`config.mk`:
```
export PLATFORM = sky130hd
export DESIGN_NAME = cordic_pipe
export DESIGN_NICKNAME = d
export VERILOG_FILES = /design/src/rtl/cordic_pkg.sv /design/src/rtl/cordic_prerot.sv /design/src/rtl/cordic_stage.sv /design/src/rtl/cordic_pipe.sv
export SDC_FILE = /design/constraint.sdc
export NUM_CORES = 2
export LEC_CHECK = 0
export ABC_AREA = 0
export BUFFER_PORTS_ARGS = -buffer_cell sky130_fd_sc_hd__buf_2
export CORE_ASPECT_RATIO = 0.8
export CORE_MARGIN = 1
export CORE_UTILIZATION = 25
export CTS_CLUSTER_DIAMETER = 40
export DETAILED_ROUTE_END_ITERATION = 16
export SKIP_LAST_GASP = 1
export SLEW_MARGIN = 30
export SYNTH_ARGS = -nofsm -noshare
export SYNTH_HDL_FRONTEND = slang
export SYNTH_SLANG_ARGS = --single-unit
```
`constraint.sdc`:
```
create_clock -name clk -period 5.4 [get_ports clk]
set_clock_uncertainty 0.15 [all_clocks]
set_input_delay 1.08 -clock clk [delete_from_list [all_inputs] [get_ports clk]]
set_output_delay 1.08 -clock clk [all_outputs]
set_load 0.1 [all_outputs]
```
`src/rtl/cordic_pkg.sv`:
```
// Shared types and elaboration helpers for the CORDIC pipeline.
// Assumes the hyperbolic sequence starts at shift 1 and repeats shifts 4 and 13.
package cordic_pkg;

    typedef enum logic {
        MD_ROTATE = 1'b0,
        MD_VECTOR = 1'b1
    } cmode_e;

    typedef enum logic [1:0] {
        CS_CIRC = 2'd0,
        CS_LIN  = 2'd1,
        CS_HYP  = 2'd2
    } csys_e;

    // Shift index used by hyperbolic stage s (1,2,3,4,4,5,...,13,13,14,...).
    function automatic int hyp_shift(input int s);
        int k;
        bit done_rep;
        k = 1;
        done_rep = 1'b0;
        for (int j = 0; j < s; j++) begin
            if ((k == 4 || k == 13) && !done_rep) begin
                done_rep = 1'b1;
            end else begin
                k++;
                done_rep = 1'b0;
            end
        end
        return k;
    endfunction

    // Number of repeated hyperbolic shifts that fall inside n base stages.
    function automatic int hyp_repeats(input int n);
        return (n >= 13) ? 2 : ((n >= 4) ? 1 : 0);
    endfunction

endpackage

```
`src/rtl/cordic_prerot.sv`:
```
// Entry register of the pipeline. Sign-extends x/y by the guard bits and,
// for circular operands only, turns the vector by +/-90 degrees so that
// the micro-rotations only ever see a right-half-plane problem.
// Assumes z is radians with FZ fraction bits and |z| <= pi in rotate mode.
module cordic_prerot
    import cordic_pkg::*;
#(
    parameter int DW = 16,
    parameter int IW = 18,
    parameter int ZW = 18,
    parameter int FZ = 15
) (
    input  logic                 clk,
    input  logic                 rst_n,
    input  logic                 vld_i,
    input  cmode_e               mode_i,
    input  csys_e                coord_i,
    input  logic signed [DW-1:0] x_i,
    input  logic signed [DW-1:0] y_i,
    input  logic signed [ZW-1:0] z_i,
    output logic                 vld_o,
    output cmode_e               mode_o,
    output csys_e                coord_o,
    output logic signed [IW-1:0] x_o,
    output logic signed [IW-1:0] y_o,
    output logic signed [ZW-1:0] z_o
);
    localparam real SC = 2.0 ** FZ;
    localparam logic signed [ZW-1:0] HALF_PI = ZW'($rtoi(1.5707963267948966 * SC + 0.5));
    localparam logic signed [ZW-1:0] FULL_PI = ZW'($rtoi(3.141592653589793 * SC + 0.5));

    logic signed [IW-1:0] xe, ye, xn, yn;
    logic signed [ZW-1:0] zn;

    assign xe = IW'(x_i);
    assign ye = IW'(y_i);

    // Select the quarter-turn needed for this operand.
    always_comb begin
        xn = xe;
        yn = ye;
        zn = z_i;
        if (coord_i == CS_CIRC) begin
            if (mode_i == MD_ROTATE) begin
                if (z_i > HALF_PI) begin
                    xn = -ye;
                    yn = xe;
                    zn = z_i - HALF_PI;
                end else if (z_i < -HALF_PI) begin
                    xn = ye;
                    yn = -xe;
                    zn = z_i + HALF_PI;
                end
            end else if (xe < 0) begin
                if (ye >= 0) begin
                    xn = ye;
                    yn = -xe;
                    zn = z_i + HALF_PI;
                end else begin
                    xn = -ye;
                    yn = xe;
                    zn = z_i - HALF_PI;
                end
            end
        end
    end

    // Valid bit is reset; payload registers just follow.
    always_ff @(posedge clk) begin
        if (!rst_n) vld_o <= 1'b0;
        else        vld_o <= vld_i;
        mode_o  <= mode_i;
        coord_o <= coord_i;
        x_o     <= xn;
        y_o     <= yn;
        z_o     <= zn;
    end

    AST_PREROT_RANGE: assert property (@(posedge clk) disable iff (!rst_n)
        (vld_i && coord_i == CS_CIRC && mode_i == MD_ROTATE && z_i <= FULL_PI && z_i >= -FULL_PI)
        |=> (z_o <= HALF_PI && z_o >= -HALF_PI));

    AST_PREROT_XPOS: assert property (@(posedge clk) disable iff (!rst_n)
        (vld_i && coord_i == CS_CIRC && mode_i == MD_VECTOR) |=> (x_o >= 0));

endmodule

```
`src/rtl/cordic_stage.sv`:
```
// One registered micro-rotation. Shift amounts are fixed by STAGE (plain
// wiring). Circular and linear stages shift by STAGE, hyperbolic stages by
// the repeated sequence. Angle constants are rounded to the z format.
// Assumes guard bits in IW absorb the gain growth.
module cordic_stage
    import cordic_pkg::*;
#(
    parameter int IW    = 18,
    parameter int ZW    = 18,
    parameter int FZ    = 15,
    parameter int STAGE = 0
) (
    input  logic                 clk,
    input  logic                 rst_n,
    input  logic                 vld_i,
    input  cmode_e               mode_i,
    input  csys_e                coord_i,
    input  logic signed [IW-1:0] x_i,
    input  logic signed [IW-1:0] y_i,
    input  logic signed [ZW-1:0] z_i,
    output logic                 vld_o,
    output cmode_e               mode_o,
    output csys_e                coord_o,
    output logic signed [IW-1:0] x_o,
    output logic signed [IW-1:0] y_o,
    output logic signed [ZW-1:0] z_o
);
    localparam int  CSH = STAGE;
    localparam int  HSH = hyp_shift(STAGE);
    localparam real SC  = 2.0 ** FZ;
    localparam real TC  = 2.0 ** (-CSH);
    localparam real TH  = 2.0 ** (-HSH);
    localparam logic signed [ZW-1:0] K_CIRC = ZW'($rtoi($atan(TC) * SC + 0.5));
    localparam logic signed [ZW-1:0] K_LIN  = ZW'($rtoi(TC * SC + 0.5));
    localparam logic signed [ZW-1:0] K_HYP  = ZW'($rtoi(0.5 * $ln((1.0 + TH) / (1.0 - TH)) * SC + 0.5));

    logic                 dpos;
    logic signed [IW-1:0] xs, ys, xn, yn;
    logic signed [ZW-1:0] ang, zn;

    // Direction: rotate steers z to zero, vector steers y to zero.
    assign dpos = (mode_i == MD_ROTATE) ? ~z_i[ZW-1] : y_i[IW-1];

    // Shifted cross terms, angle constant and next state per coordinate system.
    always_comb begin
        if (coord_i == CS_HYP) begin
            xs = x_i >>> HSH;
            ys = y_i >>> HSH;
        end else begin
            xs = x_i >>> CSH;
            ys = y_i >>> CSH;
        end
        case (coord_i)
            CS_CIRC: begin
                ang = K_CIRC;
                xn  = dpos ? (x_i - ys) : (x_i + ys);
            end
            CS_HYP: begin
                ang = K_HYP;
                xn  = dpos ? (x_i + ys) : (x_i - ys);
            end
            default: begin
                ang = K_LIN;
                xn  = x_i;
            end
        endcase
        yn = dpos ? (y_i + xs) : (y_i - xs);
        zn = dpos ? (z_i - ang) : (z_i + ang);
    end

    // Stage register: valid is reset, payload follows.
    always_ff @(posedge clk) begin
        if (!rst_n) vld_o <= 1'b0;
        else        vld_o <= vld_i;
        mode_o  <= mode_i;
        coord_o <= coord_i;
        x_o     <= xn;
        y_o     <= yn;
        z_o     <= zn;
    end

    AST_ROT_Z_DOWN: assert property (@(posedge clk) disable iff (!rst_n)
        (vld_i && mode_i == MD_ROTATE && z_i >= 0) |=> (z_o <= $past(z_i)));

    AST_VEC_Y_DOWN: assert property (@(posedge clk) disable iff (!rst_n)
        (vld_i && mode_i == MD_VECTOR && y_i >= 0 && x_i > 0) |=> (y_o <= $past(y_i)));

    AST_LIN_X_HOLD: assert property (@(posedge clk) disable iff (!rst_n)
        (vld_i && coord_i == CS_LIN) |=> (x_o == $past(x_i)));

    AST_TAG_FOLLOW: assert property (@(posedge clk) disable iff (!rst_n)
        vld_i |=> (vld_o && mode_o == $past(mode_i) && coord_o == $past(coord_i)));

endmodule

```
`src/rtl/cordic_pipe.sv`:
```
// Top of the unified CORDIC pipeline: an entry pre-rotation register
// followed by N plus hyperbolic-repeat micro-rotation stages. Accepts one
// operand per clock. Results keep the uncompensated gain.
// Assumes ZW >= 4 so that z holds +/-pi with ZW-3 fraction bits.
module cordic_pipe
    import cordic_pkg::*;
#(
    parameter int DW = 16,
    parameter int ZW = 18,
    parameter int N  = 14
) (
    input  logic                    clk,
    input  logic                    rst_n,
    input  logic                    in_valid,
    input  logic                    in_mode,
    input  logic [1:0]              in_coord,
    input  logic signed [DW-1:0]    in_x,
    input  logic signed [DW-1:0]    in_y,
    input  logic signed [ZW-1:0]    in_z,
    output logic                    out_valid,
    output logic                    out_mode,
    output logic [1:0]              out_coord,
    output logic signed [DW+1:0]    out_x,
    output logic signed [DW+1:0]    out_y,
    output logic signed [ZW-1:0]    out_z
);
    localparam int GUARD = 2;
    localparam int IW    = DW + GUARD;
    localparam int FZ    = ZW - 3;
    localparam int NST   = N + hyp_repeats(N);

    logic                 vld_p   [0:NST];
    cmode_e               mode_p  [0:NST];
    csys_e                coord_p [0:NST];
    logic signed [IW-1:0] x_p     [0:NST];
    logic signed [IW-1:0] y_p     [0:NST];
    logic signed [ZW-1:0] z_p     [0:NST];

    cordic_prerot #(.DW(DW), .IW(IW), .ZW(ZW), .FZ(FZ)) u_prerot (
        .clk     (clk),
        .rst_n   (rst_n),
        .vld_i   (in_valid),
        .mode_i  (cmode_e'(in_mode)),
        .coord_i (csys_e'(in_coord)),
        .x_i     (in_x),
        .y_i     (in_y),
        .z_i     (in_z),
        .vld_o   (vld_p[0]),
        .mode_o  (mode_p[0]),
        .coord_o (coord_p[0]),
        .x_o     (x_p[0]),
        .y_o     (y_p[0]),
        .z_o     (z_p[0])
    );

    // One registered micro-rotation per pipeline step.
    for (genvar s = 0; s < NST; s++) begin : g_stage
        cordic_stage #(.IW(IW), .ZW(ZW), .FZ(FZ), .STAGE(s)) u_stage (
            .clk     (clk),
            .rst_n   (rst_n),
            .vld_i   (vld_p[s]),
            .mode_i  (mode_p[s]),
            .coord_i (coord_p[s]),
            .x_i     (x_p[s]),
            .y_i     (y_p[s]),
            .z_i     (z_p[s]),
            .vld_o   (vld_p[s+1]),
            .mode_o  (mode_p[s+1]),
            .coord_o (coord_p[s+1]),
            .x_o     (x_p[s+1]),
            .y_o     (y_p[s+1]),
            .z_o     (z_p[s+1])
        );
    end

    assign out_valid = vld_p[NST];
    assign out_mode  = logic'(mode_p[NST]);
    assign out_coord = 2'(coord_p[NST]);
    assign out_x     = x_p[NST];
    assign out_y     = y_p[NST];
    assign out_z     = z_p[NST];

    AST_RESET_IDLE: assert property (@(posedge clk) !rst_n |=> !out_valid);

endmodule

```
==> results.cfg <==
[global_routing]
grt_max_degree = 42
grt_pass1_vias = 60780
antenna_found_initial = 10
grtUsageTotal_pct = 13.44
grt_pass1_wl_um = 339900
grt.overflow.total = 0

[final_layout]
final_common_cell = ha_1
nets = 10820
synthToLayoutAreaGrowth_pct = 12.98
final_cell_mix = 1079 x ha_1, 982 x dfxtp_1, 955 x nand2_1
utilization_pct = 28.42
finalInstanceArea_sq_um = 86510
drive_above_1_share_pct = 6.286

[floorplanning]
ios = 114
floorplan.initialDensity_pct = 25.16
fp.dieW_um = 620.8
rows = 181
die_y_um = 497.0
coreArea_sq_um = 304400
dieArea_sq_um = 308500

[clock_tree]
hold_buffers = 0
cts_num_sinks = 986
clk_latency_ps = 780
cts_root_buffer = clkbuf_16
cts_tree = yes
clkTransAtPathRegs_ps = 60
cts_resized = 0
cts_buffer_depth = 4
post-cts-setup-buffers = 0
cts_inserted_buffers = 141
htreeDepth = 4

[timing]
max_freq_ghz = 0.2066
worstMarginPinSlew_ps = 1032
final-setup-viol-count = 0
fin_crit_sh_pct = 89.63
setup_tns_ps = 0
min_period_ps = 4840
finalMaxSlewViolations = 0
rsz0062_at_grt = false
slew_headroom_pct = 30.47
hold_viol = 0

[synth]
synthCells = 9569
synth_area_sq_um = 76570
synth_seq_cells = 986
synthDistinctLibCells = 91
synthFlopType = dfxtp_1
ys_seq_area_share_pct = 25.78
yosysWarnings = 0
syn_nets = 10770
syn_area_per_cell_sq_um = 8.002
ys_async_sr_fraction_pct = 0
synth_edf_count = 0

[worst_setup_path]
worst_setup_path_startpoint = u_prerot.coord_o[1]$_DFF_P_
cp-endpoint = g_stage[0].u_stage.y_o[17]$_DFF_P_
worstSetupPathType = reg -> reg
required_ps = 5960
r2r-end = g_stage[0].u_stage.y_o[17]$_DFF_P_
r2r-start = u_prerot.coord_o[1]$_DFF_P_
crit_arrival_ps = 5400
cp-end-kind = register
r2r_cells = 20
worstSetupStartpointType = register
worstPathMaxFanout = 13
r2r_slack_ps = 560

[routing]
antenna_left = 0
drtPass1Iterations = 6
drc_errors = 0
vias = 66190
routedWlPerCell_um = 15.72
drt-total-wl_um = 216200
via_per_inst = 4.813
drt_iter0_markers = 5711

[place]
hpwl_um = 169900
gp_congestion = 0.8999
placed_area_sq_um = 81890
placement.io_buffers = 113

[run_status]
status = finished clean

[job]
maxCapViolCount = 0

[min_path]
hp-class = reg -> reg
==> routing by layer <==
layer | vias to the layer above | part of all wire [%] | global-route usage, %
met5 | - | 0.012 | 0
met4 | 4 | 1.8 | 2.592
met3 | 252 | 6.4 | 1.792
met2 | 1777 | 41 | 19.82
met1 | 30420 | 51 | 20.56
li1 | 33740 | - | -
==> logic make-up (layout without fill, tap and decap cells) <==
group	count (synthesis)	count (layout)	synth area share (%)
flip-flops	986	986	25.78
adder cells (fa/ha/maj)	1141	1141	19.25
XOR/XNOR	870	870	9.951
buffers and inverters	954	1105	4.699
AND/OR/NAND/NOR	2704	2704	16.00
AO/OA/AOI/OAI	2779	2779	22.45
multiplexers	135	135	1.869
other	0	6	0
==> cell type report <==
class | count | area, sq um
diodes | 6 | 15.01
clock buffers | 164 | 3757
clock inverters | 76 | 838.3
fillers | 32690 | 217900
inverters | 641 | 2406
multi-input cells | 7629 | 53310
flip-flops and latches | 986 | 19740
well taps | 4026 | 5037
repair buffers | 224 | 1399
==> registers in the layout (all words and copies together) (netlist names) <==
register,count
g_stage.u_stage.coord_o,32
g_stage.u_stage.mode_o,16
g_stage.u_stage.vld_o,16
g_stage.u_stage.x_o,288
g_stage.u_stage.y_o,288
g_stage.u_stage.z_o,288
u_prerot.coord_o,2
u_prerot.mode_o,1
u_prerot.vld_o,1
u_prerot.x_o,18
u_prerot.y_o,18
u_prerot.z_o,18
==> worst min-delay path by stage <==
| stage | from | slack (ps) | cells after the start | end |
|---|---|---|---|---|
| CTS | g_stage[13].u_stage.z_o[0]$_DFF_P_ | 160 | 0 | g_stage[14].u_stage.z_o[0]$_DFF_P_ |
| global route | g_stage[13].u_stage.z_o[0]$_DFF_P_ | 170 | 0 | g_stage[14].u_stage.z_o[0]$_DFF_P_ |
| floorplan | u_prerot.z_o[0]$_DFF_P_ | 160 | 0 | g_stage[0].u_stage.z_o[0]$_DFF_P_ |
| detailed placement | g_stage[9].u_stage.z_o[1]$_DFF_P_ | 160 | 0 | g_stage[10].u_stage.z_o[1]$_DFF_P_ |
| finish | g_stage[13].u_stage.z_o[0]$_DFF_P_ | 160 | 0 | g_stage[14].u_stage.z_o[0]$_DFF_P_ |
| global placement | g_stage[9].u_stage.z_o[2]$_DFF_P_ | 160 | 0 | g_stage[10].u_stage.z_o[2]$_DFF_P_ |
==> through the flow <==
step | worst slack (ps) | cells | hold WS [ps]
2_1_floorplan | 731.5 | 9569 | 159.6
3_3_place_gp | 701.5 | 13510 | 161.2
3_5_place_dp | 644.3 | 13510 | 162.1
4_1_cts | 609.0 | 13750 | 159.7
5_1_grt | 51.08 | 13750 | 165.5
6_report | 560.0 | 13750 | 155.9
==> synth_stat cells, drive strengths merged (15+ instances only) <==
library cell | n | area share, %
a211o | 19 | 0.22
o21bai | 158 | 1.5
mux2i | 71 | 0.93
nor4 | 43 | 0.35
nor3 | 253 | 1.7
or4 | 22 | 0.22
o211ai | 76 | 0.75
o311ai | 25 | 0.29
buf | 36 | 0.20
nor2b | 123 | 1.0
or2 | 29 | 0.24
or3 | 88 | 0.73
xnor2 | 619 | 7.1
nand2 | 955 | 4.7
a31o | 33 | 0.38
o22ai | 27 | 0.22
nand4 | 34 | 0.28
a22oi | 23 | 0.23
a21boi | 47 | 0.46
o21ai | 735 | 4.8
a221oi | 30 | 0.34
fa | 62 | 1.6
a211oi | 92 | 0.90
a2111oi | 26 | 0.32
nor3b | 15 | 0.15
o31ai | 88 | 0.86
a31oi | 59 | 0.48
a221o | 19 | 0.25
and3 | 34 | 0.28
a21o | 196 | 1.9
ha | 1079 | 18
o21a | 77 | 0.75
a21oi | 887 | 5.8
inv | 634 | 3.1
dfxtp | 986 | 26
a22o | 16 | 0.18
nand3 | 121 | 0.79
mux2 | 64 | 0.94
clkbuf | 277 | 1.4
o41ai | 44 | 0.50
and2 | 41 | 0.33
nand2b | 122 | 1.0
nor2 | 786 | 3.9
xor2 | 251 | 2.9
==> critical path: stages (launching register included) <==
cell	delay, ps
dfxtp_1	410
nor2b_4	370
inv_2	200
mux2i_1	230
ha_1	220
nand3b_1	180
nand2b_1	260
or3_1	410
or3_1	430
a21oi_1	180
nor3_1	70
a21oi_1	150
a21oi_1	60
ha_1	340
nand2_1	130
nor2_1	60
a21oi_1	250
a311oi_1	130
o21ai_0	290
a21oi_1	130
a31oi_1	140
Power is left out: the tool's default activity adds up to more than one toggle a clock period on the data nets, which glitch-free logic cannot reach.
